$ cat src/rtl/xcvr_pkg.sv
package xcvr_pkg;
  localparam int DATA_W = 18;

  typedef enum logic [1:0] {
    MODE_PASS    = 2'd0,
    MODE_HOLD    = 2'd1,
    MODE_CAPTURE = 2'd2
  } store_mode_e;
endpackage

$ cat src/rtl/xcvr_rise_det.sv
module xcvr_rise_det (
  input  logic clk,
  input  logic rst_n,
  input  logic lvl,
  output logic rise
);
  logic lvl_q;

  // Preset high so a level already high at reset exit is not an edge.
  always_ff @(posedge clk or negedge rst_n) begin
    if (!rst_n) lvl_q <= 1'b1;
    else        lvl_q <= lvl;
  end

  assign rise = lvl & ~lvl_q;
endmodule

$ cat src/rtl/xcvr_lane.sv
module xcvr_lane #(
  parameter int W           = xcvr_pkg::DATA_W,
  parameter bit OE_ACT_LOW  = 1'b0
) (
  input  logic         clk,
  input  logic         rst_n,
  input  logic [W-1:0] d_in,
  input  logic         le,
  input  logic         cap_clk,
  input  logic         oe,
  output logic [W-1:0] d_out,
  output logic         drv
);
  import xcvr_pkg::*;

  logic         cap_rise;
  logic [W-1:0] store_q;
  store_mode_e  mode;

  xcvr_rise_det u_rise (
    .clk   (clk),
    .rst_n (rst_n),
    .lvl   (cap_clk),
    .rise  (cap_rise)
  );

  always_comb begin
    if (le)            mode = MODE_PASS;
    else if (cap_rise) mode = MODE_CAPTURE;
    else               mode = MODE_HOLD;
  end

  // Storage keeps working regardless of the output enable.
  always_ff @(posedge clk or negedge rst_n) begin
    if (!rst_n) begin
      store_q <= '0;
    end else begin
      case (mode)
        MODE_PASS, MODE_CAPTURE: store_q <= d_in;
        default:                 store_q <= store_q;
      endcase
    end
  end

  // Pass mode bypasses the register so the output follows in the same cycle.
  assign d_out = (mode == MODE_PASS) ? d_in : store_q;

  generate
    if (OE_ACT_LOW) begin : g_oe_low
      assign drv = ~oe;
    end else begin : g_oe_high
      assign drv = oe;
    end
  endgenerate
endmodule

$ cat src/rtl/bus_xcvr18.sv
module bus_xcvr18 #(
  parameter int W = xcvr_pkg::DATA_W
) (
  input  logic         clk,
  input  logic         rst_n,
  input  logic [W-1:0] a_in,
  input  logic [W-1:0] b_in,
  input  logic         ab_oe,
  input  logic         ab_le,
  input  logic         ab_clk,
  input  logic         ba_oe_n,
  input  logic         ba_le,
  input  logic         ba_clk,
  output logic [W-1:0] b_out,
  output logic         b_drv,
  output logic [W-1:0] a_out,
  output logic         a_drv,
  output logic         contend
);
  xcvr_lane #(.W(W), .OE_ACT_LOW(1'b0)) u_ab (
    .clk     (clk),
    .rst_n   (rst_n),
    .d_in    (a_in),
    .le      (ab_le),
    .cap_clk (ab_clk),
    .oe      (ab_oe),
    .d_out   (b_out),
    .drv     (b_drv)
  );

  xcvr_lane #(.W(W), .OE_ACT_LOW(1'b1)) u_ba (
    .clk     (clk),
    .rst_n   (rst_n),
    .d_in    (b_in),
    .le      (ba_le),
    .cap_clk (ba_clk),
    .oe      (ba_oe_n),
    .d_out   (a_out),
    .drv     (a_drv)
  );

  // Reported only; neither drive enable is altered.
  assign contend = a_drv & b_drv;
endmodule

$ cat config.mk
export PLATFORM = sky130hd
export DESIGN_NAME = bus_xcvr18
export DESIGN_NICKNAME = d
export VERILOG_FILES = /design/src/rtl/xcvr_pkg.sv /design/src/rtl/xcvr_rise_det.sv /design/src/rtl/xcvr_lane.sv /design/src/rtl/bus_xcvr18.sv
export SDC_FILE = /design/constraint.sdc
export NUM_CORES = 1
export LEC_CHECK = 0
export ABC_AREA = 1
export BUFFER_PORTS_ARGS = -buffer_cell sky130_fd_sc_hd__buf_2
export CORE_UTILIZATION = 52
export DETAILED_ROUTE_END_ITERATION = 12
export MAX_ROUTING_LAYER = met4
export PLACE_DENSITY_LB_ADDON = 0.1
export SLEW_MARGIN = 40
export SYNTH_ARGS = -nofsm -noshare
export SYNTH_HDL_FRONTEND = slang
export SYNTH_SLANG_ARGS = --single-unit
$ cat constraint.sdc
create_clock -name clk -period 3 [get_ports clk]
set_input_delay 0.15 -clock clk [delete_from_list [all_inputs] [get_ports clk]]
set_output_delay 0.15 -clock clk [all_outputs]
set_load 0.01 [all_outputs]
==> Yosys cells after proc, flatten, opt, wreduce, memory -nomap -nowiden <==
Index checks and enable logic that the tools add are counted.
{ "word_totals": {"elab_cells": 22, "input_bits": 44, "output_inout_bits": 39, "regBits": 38} }
{ "op_classes": {"bitwise_logic": 6, "n_reduce_logical": 4, "n_eq_ne": 2, "mux": 6} }
{ "ops": {"columns": ["op", "count"], "rows": [
  ["2-to-1 mux 18 bit", 2],
  ["2-to-1 mux 2 bit", 4],
  ["equality test 2 bit, second input constant", 2],
  ["zero test 2 bit", 2],
  ["OR reduction 2 bit", 2],
  ["AND 1 bit", 3],
  ["inverter 1 bit", 3]
]} }

==> Logic depth before layout (Yosys ltp) <==
{ "logic_depth": {"depth_word": 6, "ltp_mapped": 6, "mapped_depth_nobuf": 5} }

==> Modules after synthesis <==
A second synthesis with hierarchy kept.
{ "hier_totals": {"cells_unflattened": 282, "hier_area_um2": 2053.2} }
{ "by_module_without_submodules": {"columns": ["module", "cells_per_inst", "area_per_inst_um2", "n_inst", "seq_area_each_um2"], "rows": [
  ["xcvr_lane (u_ab)", 137, 988.4, 1, 450.4],
  ["xcvr_lane (u_ba)", 137, 984.7, 1, 450.4],
  ["xcvr_rise_det", 3, 36.3, 2, 26.3],
  ["bus_xcvr18", 2, 7.5, 1, 0.0]
]} }

==> Worst setup path after synthesis <==
Ideal clock, no wire load.
{ "synth_path": {"path_kind": "reg2reg", "from": "register u_ab.u_rise.lvl_q", "to": "register u_ab.store_q[10]", "arrival_time_ps": 950, "setup_ps": 116, "path_stages_with_launch": 7, "required_time_ps": 2884, "synth_period_minus_slack_ps": 1066, "setup_slack_ps": 1934, "cell_sequence": "dfstp_2 -> inv_1 -> nand2_4 -> nand2_8 -> buf_6 -> nand2_1 -> nand2_1"} }
{ "synth_between": {"elab_chain_len": 6, "word_cells_on_any_way": 7} }
{ "synth_rtl": {"columns": ["item", "line", "text"], "rows": [
  ["from (decl)", "xcvr_rise_det.sv:7", "logic lvl_q;"],
  ["from (signal assigned)", "xcvr_rise_det.sv:12", "else lvl_q <= lvl;"],
  ["inverter 1 bit *", "xcvr_rise_det.sv:15", "assign rise = lvl & ~lvl_q;"],
  ["AND 1 bit *", "xcvr_rise_det.sv:15", null],
  ["2-to-1 mux 2 bit *", "xcvr_lane.sv:29", "else if (cap_rise) mode = MODE_CAPTURE;"],
  ["2-to-1 mux 2 bit *", "xcvr_lane.sv:28", "if (le) mode = MODE_PASS;"],
  ["equality test 2 bit or zero test 2 bit (tied branches)", "xcvr_lane.sv:38", "case (mode)"],
  ["OR reduction 2 bit *", "xcvr_lane.sv:38", null],
  ["to (signal assigned)", "xcvr_lane.sv:39", "MODE_PASS, MODE_CAPTURE: store_q <= d_in;"],
  ["to (signal assigned)", "xcvr_lane.sv:40", "default: store_q <= store_q;"],
  ["to (decl)", "xcvr_lane.sv:17", "logic [W-1:0] store_q;"]
]} }
Mark *: on every way between the ends. The rest lies on a longest branch, timed or not.
A chain may end at the register's enable or synchronous reset.

==> Worst setup path after layout <==
{ "layout_path": {"from": "register u_ba.u_rise.lvl_q", "to": "register u_ba.store_q[12]"} }
{ "layout_between": {"elab_chain_len": 6, "word_cells_on_any_way": 7} }
{ "layout_rtl": {"columns": ["item", "line"], "rows": [
  ["from (decl)", "xcvr_rise_det.sv:7"],
  ["from (signal assigned)", "xcvr_rise_det.sv:12"],
  ["inverter 1 bit *", "xcvr_rise_det.sv:15"],
  ["AND 1 bit *", "xcvr_rise_det.sv:15"],
  ["2-to-1 mux 2 bit *", "xcvr_lane.sv:29"],
  ["2-to-1 mux 2 bit *", "xcvr_lane.sv:28"],
  ["equality test 2 bit or zero test 2 bit (tied branches)", "xcvr_lane.sv:38"],
  ["OR reduction 2 bit *", "xcvr_lane.sv:38"],
  ["to (signal assigned)", "xcvr_lane.sv:39"],
  ["to (signal assigned)", "xcvr_lane.sv:40"],
  ["to (decl)", "xcvr_lane.sv:17"]
]} }
Marked as above.

==> impl_summary.txt <==
----------------------------------------------------
[Outcome]
  Outcome ... finished clean

[Timing]
  Max Clock Freq ... 0.858 GHz
  Tcrit/Tclk final ... 0.388
  Final Hold Fails ... 0
  Number of max-slew violations in the final report ... 0
  Slew headroom ... 0.641
  Tightest Pin Transition ... 538 ps
  Clock skew after layout ... 3.98 ps
  Final WS setup ... 1840 ps
  Setup repair after global routing missed its margin ... false
  Final setup violation count ... 0
  Sum of negative setup slack ... 0 ps
  Period minus WS final ... 1160 ps

[Power and ir drop]
  Combinational share of power ... 0.208
  Internal power component ... 901 uW
  Total power ... 1260 uW
  Power density relative to cell area ... 493 mW/mm2
  Static power due to leakage ... 0.00156 uW
  Register share of total power ... 0.468
  Max IR drop VDD ... 0.265 mV
  Clock network power share ... 0.324
  Switching share of total power ... 0.284
  Switching power summed over all nets ... 358 uW

[Place]
  Dpl hpwl ... 2.91 mm
  Last weighted congestion value of the routability-driven placer ... 0.706
  Number of placed cells counting well taps ... 396
  Worst slack, placed ... 1830 ps
  Number of buffers inserted by port buffering ... 82

[Floorplanning]
  I/O Pins ... 83
  Number of placement rows ... 22
  Floorplan die area ... 0.00418 mm2
  Initial core utilization ... 0.550
  Height of the chip ... 64.7 um
  Die W ... 64.7 um
  Core Footprint ... 0.00372 mm2

[Worst setup path]
  Worst EP arrival ... 1350 ps
  Class of the most critical setup path ... flip-flop to flip-flop
  Launching element type of the critical path ... flip-flop
  Critical path capture point type ... flip-flop
  Worst EP required ... 3180 ps
  Maximum fanout count along the critical path ... 19

[Drt]
  1st-iter DRT viols ... 135
  WL/cell ... 10.4 um
  Via count ... 1965
  Detailed-routing iteration count for the pre-antenna-repair pass ... 4
  Drt total wl ... 4.25 mm
  Antenna violation net count after detailed routing ... 0
  Vias per cell ... 4.83
  Residual DRC ... 0

[Finish]
  Area overhead of the layout relative to synthesis ... 24.9%
  Share of cells above drive strength 1 ... 0.276
  Number of inserted filler cells in the final layout ... 343
  Final Instance Count excl. Fillers ... 407
  Antenna cells ... 0
  Number of nets at the end of the flow ... 402

[Clock tree]
  Clock tree from TritonCTS ... built
  CTS Buf Count ... 5
  Max Buffers Root-to-Sink ... 2
  Clock transition time at the flip-flop clock pins of the worst setup and hold paths ... 70 ps
  Clock latency at the later pin of the worst-skew pair ... 290 ps
  Maximum level of the CTS H-tree ... 2
  Post-cts resize count ... 0
  Post-CTS Repair Setup Buffers ... 0
  Clock sink total ... 38
  Cell at the root of the clock tree ... sky130_fd_sc_hd__clkbuf_8

[Global routing]
  Overflow left after global routing ... 0
  Wire length of the first global-routing pass ... 6.89 mm
  Antenna violations before repair ... 0
  Via count of the first global-routing pass ... 1590
  Global router's overall resource usage ... 0.225
  Maximum number of pins on one net before global-route repair ... 38

[Synthesis]
  Synthesized area ... 0.00204 mm2
  Count of unique library cells instantiated by Yosys ... 13
  Yosys Warn Count ... 0
  Post-Synthesis Net Count ... 324
  Part of the Yosys area used for sequential elements ... 0.467
  Synthesized flop and latch total ... 38
  Post-Syn Instances ... 280
  Synthesized area per cell ... 7.30 um2

[Worst hold path]
  Class of the tightest hold or removal check ... primary input to flip-flop

[Run]
  Maximum Capacitance Violations ... 0

----------------------------------------------------
## critical path: stages (launching register included)
cell,delay [ps]
sky130_fd_sc_hd__dfstp_2,510
sky130_fd_sc_hd__inv_1,50
sky130_fd_sc_hd__nand2_4,190
sky130_fd_sc_hd__nand2_8,140
sky130_fd_sc_hd__nand2_1,90
sky130_fd_sc_hd__nand2_1,60
## cells in the final DEF (no fill, tap or decap)
cell type	instances
sky130_fd_sc_hd__clkbuf_8	8
sky130_fd_sc_hd__nand3_1	36
sky130_fd_sc_hd__dfrtp_1	36
sky130_fd_sc_hd__nand2_1	180
sky130_fd_sc_hd__nor2_1	1
sky130_fd_sc_hd__inv_1	4
sky130_fd_sc_hd__dlygate4sd3_1	3
sky130_fd_sc_hd__nand2_4	2
sky130_fd_sc_hd__nand2_8	2
sky130_fd_sc_hd__buf_16	1
sky130_fd_sc_hd__buf_2	82
sky130_fd_sc_hd__inv_8	2
sky130_fd_sc_hd__dfstp_2	2
## synthesized netlist by cell type
| cell type | number | share of area |
|---|---|---|
| sky130_fd_sc_hd__nand2_8 | 2 | 0.020 |
| sky130_fd_sc_hd__nor2_1 | 1 | 0.0018 |
| sky130_fd_sc_hd__buf_2 | 2 | 0.0049 |
| sky130_fd_sc_hd__buf_6 | 6 | 0.033 |
| sky130_fd_sc_hd__nand2_4 | 2 | 0.011 |
| sky130_fd_sc_hd__nand3_1 | 36 | 0.088 |
| sky130_fd_sc_hd__buf_4 | 5 | 0.018 |
| sky130_fd_sc_hd__inv_1 | 4 | 0.0073 |
| sky130_fd_sc_hd__inv_8 | 2 | 0.011 |
| sky130_fd_sc_hd__clkbuf_4 | 2 | 0.0073 |
| sky130_fd_sc_hd__dfstp_2 | 2 | 0.026 |
| sky130_fd_sc_hd__dfrtp_1 | 36 | 0.44 |
| sky130_fd_sc_hd__nand2_1 | 180 | 0.33 |
## area by class of cell
type	instances	area [um2]	area share
Multi-Input combinational cell	221	922	0.361
Clock buffer	8	110	0.0432
Sequential cell	38	953	0.374
Timing Repair Buffer	86	468	0.183
Inverter	6	37.5	0.0147
Tap cell	48	60.1	0.0235
## final timing paths
path	startpoint	to	slack [ps]	cells after the start
max reg2reg	u_ba.u_rise.lvl_q$_DFF_PN1_	u_ba.store_q[12]$_DFFE_PN0P_	1840	5
max	u_ba.u_rise.lvl_q$_DFF_PN1_	u_ba.store_q[12]$_DFFE_PN0P_	1840	5
max in group asynchronous	rst_n	u_ba.u_rise.lvl_q$_DFF_PN1_	2090	3
min	a_in[4]	u_ab.store_q[4]$_DFFE_PN0P_	60	3
min reg2reg	u_ba.store_q[13]$_DFFE_PN0P_	u_ba.store_q[13]$_DFFE_PN0P_	510	2
min in group asynchronous	rst_n	u_ab.store_q[4]$_DFFE_PN0P_	360	2
## power groups by stage
stage	registers, uW	clock network, uW	logic [uW]
global route	593	438	297
floorplan	590	0	168
finish	589	408	262
CTS	588	417	267
detailed placement	596	0	263
global placement	596	0	253
## sequential cells by signal, indices dropped and copies added, names as in the netlist
register / flops
u_ba.u_rise.lvl_q: 1
u_ab.store_q: 18
u_ab.u_rise.lvl_q: 1
u_ba.store_q: 18
## kinds of logic (layout without fill, tap and decap cells)
group,after synthesis,after routing,synth area share
flops,38,38,0.467
simple gates,221,221,0.451
buf+inv,21,100,0.0821
## routing by layer
| layer | wire length [um] | vias to the layer above | global-route usage |
|---|---|---|---|
| met4 | 57 | 0 | 0.0917 |
| li1 | - | 1017 | - |
| met3 | 245 | 7 | 0.0581 |
| met5 | 0 | - | - |
| met2 | 2010 | 65 | 0.355 |
| met1 | 1940 | 876 | 0.276 |
## through the flow
| stage | hold WS (ps) | instance area (um2) | utilization |
|---|---|---|---|
| 2_1_floorplan | -146 | 2040 | - |
| 3_3_place_gp | 289 | 2380 | 0.641 |
| 5_1_grt | 54.7 | 2550 | 0.687 |
| 4_1_cts | 56.8 | 2550 | 0.687 |
| 3_5_place_dp | 160 | 2410 | 0.649 |
| 6_report | 58.6 | 2550 | 0.687 |
## what timing repair did
item | in CTS | in global routing
setup endpoints to repair | 0 | 0
hold buffers | 3 | 0
hold endpoints to repair | 22 | 0
(Power assumes the default switching activity.)
